[src/rtl/sram_async_ctrl.sv]
`timescale 1ns/1ps
module sram_async_ctrl #(
  parameter int CLK_NS  = 10,
  parameter int AW      = 21,
  parameter int DW      = 8,
  parameter int T_RD_NS = 55,
  parameter int T_WP_NS = 40,
  parameter int T_WC_NS = 55,
  parameter int T_TA_NS = 20,
  parameter int T_RC_NS = 55,
  parameter int T_PU_NS = 100000
) (
  input  logic          clk,
  input  logic          rst_n,
  input  logic          req_valid,
  output logic          req_ready,
  input  logic          req_write,
  input  logic [AW-1:0] req_addr,
  input  logic [DW-1:0] req_wdata,
  output logic          rsp_valid,
  output logic [DW-1:0] rsp_rdata,
  input  logic          lowpwr_req,
  output logic [AW-1:0] sram_addr,
  output logic          sram_ce1_n,
  output logic          sram_ce2,
  output logic          sram_we_n,
  output logic          sram_oe_n,
  output logic [DW-1:0] sram_dq_o,
  output logic          sram_dq_oe,
  input  logic [DW-1:0] sram_dq_i
);

  function automatic int cyc(input int ns);
    int c;
    c = (ns + CLK_NS - 1) / CLK_NS;
    return (c < 1) ? 1 : c;
  endfunction

  function automatic int mx(input int a, input int b);
    return (a > b) ? a : b;
  endfunction

  localparam int RD_CYC  = cyc(T_RD_NS);
  localparam int WP_CYC  = cyc(T_WP_NS);
  localparam int WC_CYC  = mx(cyc(T_WC_NS), WP_CYC + 1);
  localparam int REC_CYC = WC_CYC - WP_CYC;
  localparam int TA_CYC  = cyc(T_TA_NS);
  localparam int RC_CYC  = cyc(T_RC_NS);
  localparam int PU_CYC  = cyc(T_PU_NS);
  localparam int MAXC    = mx(mx(PU_CYC, RD_CYC), mx(mx(WC_CYC, TA_CYC), RC_CYC));
  localparam int CW      = $clog2(MAXC + 1);
  localparam int KW      = $clog2(mx(WP_CYC, TA_CYC) + 2);

  typedef enum logic [2:0] {S_PWR, S_IDLE, S_WAKE, S_TA, S_WR, S_REC, S_RD} st_t;

  st_t           st, nst;
  logic [CW-1:0] cnt, ncnt;
  logic          sel, nsel;
  logic          last_rd, nlast;
  logic          accept;
  logic          cnt_done;

  assign req_ready = (st == S_IDLE) && sel;
  assign accept    = req_valid && req_ready;
  assign cnt_done  = (cnt == '0);

  always_comb begin
    nst   = st;
    ncnt  = cnt;
    nsel  = sel;
    nlast = last_rd;
    unique case (st)
      S_PWR:
        if (cnt_done) begin
          nst  = S_IDLE;
          nsel = 1'b1;
        end else ncnt = cnt - 1'b1;
      S_IDLE:
        if (!sel) begin
          if (req_valid) begin
            nst   = S_WAKE;
            nsel  = 1'b1;
            nlast = 1'b0;
            ncnt  = CW'(RC_CYC - 1);
          end
        end else if (req_valid) begin
          if (!req_write) begin
            nst  = S_RD;
            ncnt = CW'(RD_CYC - 1);
          end else if (last_rd) begin
            nst  = S_TA;
            ncnt = CW'(TA_CYC - 1);
          end else begin
            nst  = S_WR;
            ncnt = CW'(WP_CYC - 1);
          end
        end else if (lowpwr_req) nsel = 1'b0;
      S_WAKE:
        if (cnt_done) nst = S_IDLE;
        else ncnt = cnt - 1'b1;
      S_TA:
        if (cnt_done) begin
          nst   = S_WR;
          nlast = 1'b0;
          ncnt  = CW'(WP_CYC - 1);
        end else ncnt = cnt - 1'b1;
      S_WR:
        if (cnt_done) begin
          nst  = S_REC;
          ncnt = CW'(REC_CYC - 1);
        end else ncnt = cnt - 1'b1;
      S_REC:
        if (cnt_done) begin
          nst   = S_IDLE;
          nlast = 1'b0;
        end else ncnt = cnt - 1'b1;
      S_RD:
        if (cnt_done) begin
          nst   = S_IDLE;
          nlast = 1'b1;
        end else ncnt = cnt - 1'b1;
      default: nst = S_IDLE;
    endcase
  end

  always_ff @(posedge clk or negedge rst_n) begin
    if (!rst_n) begin
      st         <= S_PWR;
      cnt        <= CW'(PU_CYC - 1);
      sel        <= 1'b0;
      last_rd    <= 1'b0;
      sram_ce1_n <= 1'b1;
      sram_ce2   <= 1'b0;
      sram_we_n  <= 1'b1;
      sram_oe_n  <= 1'b1;
      sram_dq_oe <= 1'b0;
    end else begin
      st         <= nst;
      cnt        <= ncnt;
      sel        <= nsel;
      last_rd    <= nlast;
      sram_ce1_n <= !nsel;
      sram_ce2   <= nsel;
      sram_we_n  <= !(nst == S_WR);
      sram_oe_n  <= !(nst == S_RD);
      sram_dq_oe <= (nst == S_WR);
    end
  end

  always_ff @(posedge clk or negedge rst_n) begin
    if (!rst_n) begin
      sram_addr <= '0;
      sram_dq_o <= '0;
      rsp_valid <= 1'b0;
      rsp_rdata <= '0;
    end else begin
      if (accept) begin
        sram_addr <= req_addr;
        if (req_write) sram_dq_o <= req_wdata;
      end
      rsp_valid <= (st == S_RD) && cnt_done;
      if ((st == S_RD) && cnt_done) rsp_rdata <= sram_dq_i;
    end
  end

  logic [KW-1:0] we_lo_cnt, oe_hi_cnt;
  always_ff @(posedge clk or negedge rst_n) begin
    if (!rst_n) begin
      we_lo_cnt <= '0;
      oe_hi_cnt <= KW'(TA_CYC);
    end else begin
      if (sram_we_n) we_lo_cnt <= '0;
      else if (we_lo_cnt < KW'(WP_CYC)) we_lo_cnt <= we_lo_cnt + 1'b1;
      if (!sram_oe_n) oe_hi_cnt <= '0;
      else if (oe_hi_cnt < KW'(TA_CYC)) oe_hi_cnt <= oe_hi_cnt + 1'b1;
    end
  end


  we_width_chk: assert property (@(posedge clk) disable iff (!rst_n)
    $rose(sram_we_n) |-> (we_lo_cnt >= KW'(WP_CYC)));

  we_ends_write_chk: assert property (@(posedge clk) disable iff (!rst_n)
    $rose(sram_we_n) |-> (!sram_ce1_n && sram_ce2 && $stable(sram_addr)));

  turnaround_chk: assert property (@(posedge clk) disable iff (!rst_n)
    $fell(sram_we_n) |-> (oe_hi_cnt >= KW'(TA_CYC)));

  rd_addr_hold_chk: assert property (@(posedge clk) disable iff (!rst_n)
    (!sram_oe_n && $past(!sram_oe_n)) |-> $stable(sram_addr));

  rsp_pulse_chk: assert property (@(posedge clk) disable iff (!rst_n)
    rsp_valid |=> !rsp_valid);

  ready_idle_chk: assert property (@(posedge clk) disable iff (!rst_n)
    req_ready |-> (!sram_ce1_n && sram_ce2 && sram_we_n && sram_oe_n && !sram_dq_oe));

  lowpwr_desel_chk: assert property (@(posedge clk) disable iff (!rst_n)
    (req_ready && lowpwr_req && !req_valid) |=> (sram_ce1_n && !sram_ce2 && !req_ready));

endmodule

[config.mk]
export PLATFORM = sky130hd
export DESIGN_NAME = sram_async_ctrl
export DESIGN_NICKNAME = d
export VERILOG_FILES = /design/src/rtl/sram_async_ctrl.sv
export SDC_FILE = /design/constraint.sdc
export NUM_CORES = 1
export LEC_CHECK = 0
export ABC_AREA = 1
export CORE_ASPECT_RATIO = 0.7
export CORE_MARGIN = 1.5
export CORE_UTILIZATION = 53
export DETAILED_ROUTE_END_ITERATION = 6
export DONT_BUFFER_PORTS = 1
export HOLD_SLACK_MARGIN = 0.05
export PLACE_DENSITY = 0.79
export SLEW_MARGIN = 20
export SYNTH_ARGS = -nofsm -noshare
export SYNTH_HDL_FRONTEND = slang
export SYNTH_SLANG_ARGS = --single-unit
[constraint.sdc]
create_clock -name clk -period 2 [get_ports clk]
set_input_delay 0.6 -clock clk [delete_from_list [all_inputs] [get_ports clk]]
set_output_delay 0.6 -clock clk [all_outputs]
set_load 0.01 [all_outputs]
-- After elaboration in Yosys (flattened, before gate mapping)
Cells that the tools add are included.
W data, S select, Z words.
- register bits: 61
- input port bits: 42
- output and inout bits: 44
- word-level logic and storage cells: 70
- add/sub/neg operators: 1
- equal/unequal tests: 13
- multiplexer cells: 29
- reductions and logical operators: 15
- operator list (operator ; number):
    $mux W14 ; 6
    $pmux W14 S4 ; 1
    $mux W3 ; 9
    $eq A3 B3 Y1 const B ; 5
    $logic_not A14 Y1 ; 1
    $sub A14 B1 Y14 const B ; 1
    $pmux W3 S4 ; 1
    $mux W1 ; 9
    $ne A2 B2 Y1 const B ; 4
    $eq A3 B2 Y1 const B ; 2
    $reduce_and A5 Y1 ; 1
    $reduce_bool A4 Y1 ; 1
    $reduce_or A4 Y1 ; 1
    $eq A3 B1 Y1 const B ; 1
    $logic_and A1 B1 Y1 ; 3
    $logic_not A1 Y1 ; 3
    $logic_not A3 Y1 ; 1
    $pmux W1 S3 ; 1
    $reduce_and A3 Y1 ; 1
    $reduce_bool A3 Y1 ; 1
    $mux W2 ; 1
    $ne A2 B1 Y1 const B ; 1
    $pmux W1 S2 ; 1
    $reduce_and A2 Y1 ; 1
    $reduce_or A2 Y1 ; 1

-- Depth between registers and ports, before layout
- word-level depth: 7
- mapped depth: 12
- depth with buffers taken out: 12

-- Worst setup path before layout
No wires, ideal clock.
- path kind: register to register
- start point: register cnt[0]
- end point: register cnt[6]
- setup time: 77 ps
- arrival time: 1640 ps
- data required time: 1923 ps
- setup slack: 283 ps
- cell stages (with the launch flop): 11
- buffers on the path: 1
- clock period less this slack: 1717 ps
- cells stage by stage: dfstp_2 -> inv_1 -> ha_1 -> nand2_1 -> nor2_1 -> nand3_1 -> nor2_1 -> nor2_4 -> buf_6 -> nand2_1 -> a21oi_1
- word-level cells in the longest chain between the ends: 3
- elaborated cells on any way between the ends: 8
- those cells by class: 1 x add/sub; 1 x eq/ne; 4 x mux; 2 x reduce/logical
- RTL lines (element ; RTL line ; text):
    from (decl) ; 57 ; logic [CW-1:0] cnt, ncnt;
    from (signal assigned) ; 129 ; cnt <= CW'(PU_CYC - 1);
    from (signal assigned) ; 139 ; cnt <= ncnt;
    $sub A14 B1 Y14 or $logic_not A14 Y1 (tied branches) ; n/a ;
    $mux W14, or another cell as far along ; n/a ;
    $pmux W14 S4 or $reduce_and A3 Y1 (tied branches) ; n/a ;
Parallel ways exist; a longest one is shown, timed or not. The select of a mux whose other input is x is not followed.
A chain may end at the register's enable or synchronous reset.

-- Worst setup path in the final report
- start point: register st[2]
- end point: output port req_ready
- word-level cells in the longest chain between the ends: 2
- RTL lines (element ; RTL line ; text):
    from (decl) ; 56 ; st_t st, nst;
    from (signal assigned) ; 138 ; st <= nst;
    $eq A3 B1 Y1 ; 63 ; assign req_ready = (st == S_IDLE) && sel;
    $logic_and A1 B1 Y1 ; 63 ;
    to (decl) ; 16 ; output logic req_ready,
Every way passes these cells.

==> impl_results.md <==
* Routability congestion estimate at roughly 1.0
* Worst hold margin at 0.0959 ns
* Worst reg2reg setup slack at 0.20 ns
* GRT overflow at 0
* Gate Count Post-Synth at between 300 and 400
* Final Max Slew Viols at 0
* Multi-input logic area at 1320 µm²
* DR WL/cell at 14.8 µm
* Seq cells post-synth at 61
* Final hold viol count at 0
* Worst relative slew slack at between 60% and 70%
* Cell Rows at 22
* Crit share post-route at 95.8%
* Fmax at 522 MHz
* WS Path Type: reg2out
* Max Used Layer: met4
* Most frequent cells in the layout: 121 x nand2_1, 48 x dfrtp_1, 35 x nor2_1, 35 x inv_1, 33 x nand3_1
* Diode count at 0
* Met1 wire length at 2980 µm
* Violation count after the first detailed-route iteration at about 270
* Vias post-DR at 2461
* Primary FF master, synth: dfrtp_1
* Routed length on met3 at a little under 800 µm
* Seq. cell area at 1540 µm²
* Fin crit period at 1.92 ns
* CP Max Fanout at 6
* Initial standard-cell utilization of the core at 56.2%
* Number of global-route vias before repair at 2424
* Htree depth at 3
* Share of the yosys chip area belonging to registers at 51.0%
* RSZ-0062 raised after global routing: yes
* Layout cells sized above 1 at 19.6%
* Root buffer cell: clkbuf_8
* Worst slack at placement at 0.165 ns
* Synthesis Warnings at 0
* Chip height at 66.1 µm
* Worst reg-to-reg path cell count at 10
* # IOs at 86
* DP HPWL at 4860 µm
* CP arrival at around 1.3 ns
* Die Width at a little over 90 µm
* Antenna viol nets, final at 0
* R2r startpoint: cnt[0]$_DFFE_PN1P_
* Setup TNS at 0 ns
* CTS sink count at between 60 and 70
* # fillers at about 460
* Measured slew at the worst slew-check pin at about 0.50 ns
* Initial antenna violation count at 0
* Critical Path RT at 1.40 ns
* Layout area overhead at 11.9%
* Core Box Area at 5370 µm²
* Num CTS Buffers at 9
* Max-cap violation count at 0
* Post-layout net count at approximately 420
* GRT Util Overall at 25.4%
* Largest net degree at the start of global routing at 51
* Setup crit end kind: output pin
* Most common cell after layout, fill and taps aside: nand2_1
* Netlist cell types at 25
* CTS tree: done
* Max VDD drop at 506 µV
* Reg-to-reg endpoint: sram_dq_oe$_DFF_PN0_
* Clk_lat worst skew at roughly 0.35 ns
* Mean area per synthesized cell at around 8.3 µm²
* Power density cells at about 850 nW/µm²
* Fin worst setup slack at 0.0838 ns
* Hold Path Class: in2async
* Drt drc at 0
* Post-DR vias/cell at 5.41
* DRT Pass-1 Iters at 5
* Leak pwr at around 0.0018 µW
* Placement Cell Area at 3140 µm²
* Final Skew at about 0.0094 ns
* CTS max path bufs at 2
* Share of flip-flops with an asynchronous set or reset at 100%
* Startpoint Class: register
* EDFF count, synth at 0
* Post-route cell area at 3380 µm²
* Outcome: finished clean
* Post-Route WL at 6720 µm
* Mapped Nets at slightly above 400
* Clock transition at path regs at around 0.070 ns
* Mapped Area at about 3000 µm²
* First-pass GRT wire length at 11700 µm
* IO Port Bufs at 0
* Met2 wire len at around 2900 µm
* Power Total at 2870 µW
* Die footprint at 6160 µm²
* Final setup violation count at 0
## sequential cells by signal (all words and copies together), names as in the netlist, 3 cells and up
name	count
st	3
sram_dq_o	8
sram_addr	21
rsp_rdata	8
cnt	14
## logic make-up (layout without fill, tap and decap cells)
group,Yosys count,in the layout,share of synthesized area [%]
multiplexers,21,21,7.84
AO/OA/AOI/OAI,17,17,2.90
buffers and inverters,44,65,5.89
adder cells (fa/ha/maj),1,1,0.415
AND/OR/NAND/NOR,215,215,31.1
XOR/XNOR,3,3,0.871
flip-flops,61,61,51.0
## worst max path at each step
stage | from | to | slack [ns] | cells past startpoint
4_1_cts | st[2]$_DFF_PN0_ | req_ready | 0.02 | 5
2_1_floorplan | cnt[0]$_DFFE_PN1P_ | cnt[6]$_DFFE_PN0P_ | 0.28 | 10
6_report | st[2]$_DFF_PN0_ | req_ready | 0.08 | 5
3_5_place_dp | cnt[0]$_DFFE_PN1P_ | sram_dq_oe$_DFF_PN0_ | 0.17 | 10
5_1_grt | st[2]$_DFF_PN0_ | req_ready | -0.006 | 5
3_3_place_gp | cnt[0]$_DFFE_PN1P_ | sram_dq_oe$_DFF_PN0_ | 0.26 | 10
## what timing repair did
action,CTS,global route
gates resized for setup,2,5
endpoints found under the setup margin,1,13
buffers inserted,0,2
hold buffers,1,0
hold endpoints to repair,50,0
cloned,0,0
pin swaps,0,1
## per-layer routing
layer  track usage (%)  vias up
li1                  -     1195
met1              34.5     1124
met2              37.2      132
met3              10.7       10
met4              7.01        0
met5                 0        -
## cell type report
cell class	count	share of cell area [%]
Multi-Input combinational cell	257	39.0
Inverter	39	4.34
Timing Repair Buffer	10	3.19
Sequential cell	61	45.7
Clock inverter	6	1.37
Tap cell	72	2.67
Clock buffer	10	3.78
## worst max-delay path: stages (launching register included)
cell     delay [ns]
dfrtp_2        0.44
inv_2          0.10
nand2_2        0.08
nor2_4         0.15
inv_2          0.08
nor2_4         0.12
## cell usage after synthesis (all sizes together) (5+ instances only)
library cell	n	area, µm²
dfstp	11	289
nor3	5	30.0
dfrtp	50	1250
buf	5	31.3
nor2	42	199
inv	39	146
nand4	11	68.8
o21ai	10	50.0
nand3	34	175
nand2	123	464
mux2	21	236
a21oi	6	30.0
## per-stage QoR
step | util (%) | instances
final | 62.9 | 455
after global routing | 62.9 | 455
after CTS | 62.4 | 453
after detailed placement | 58.5 | 436
after global placement | 58.5 | 436
after floorplan | - | 362
## power breakdown
part | internal (µW) | switching (µW)
clock | 457 | 509
combinational | 163 | 301
sequential | 1340 | 98.7
total | 1960 | 909
No activity file was read; power rests on OpenSTA's default activity.
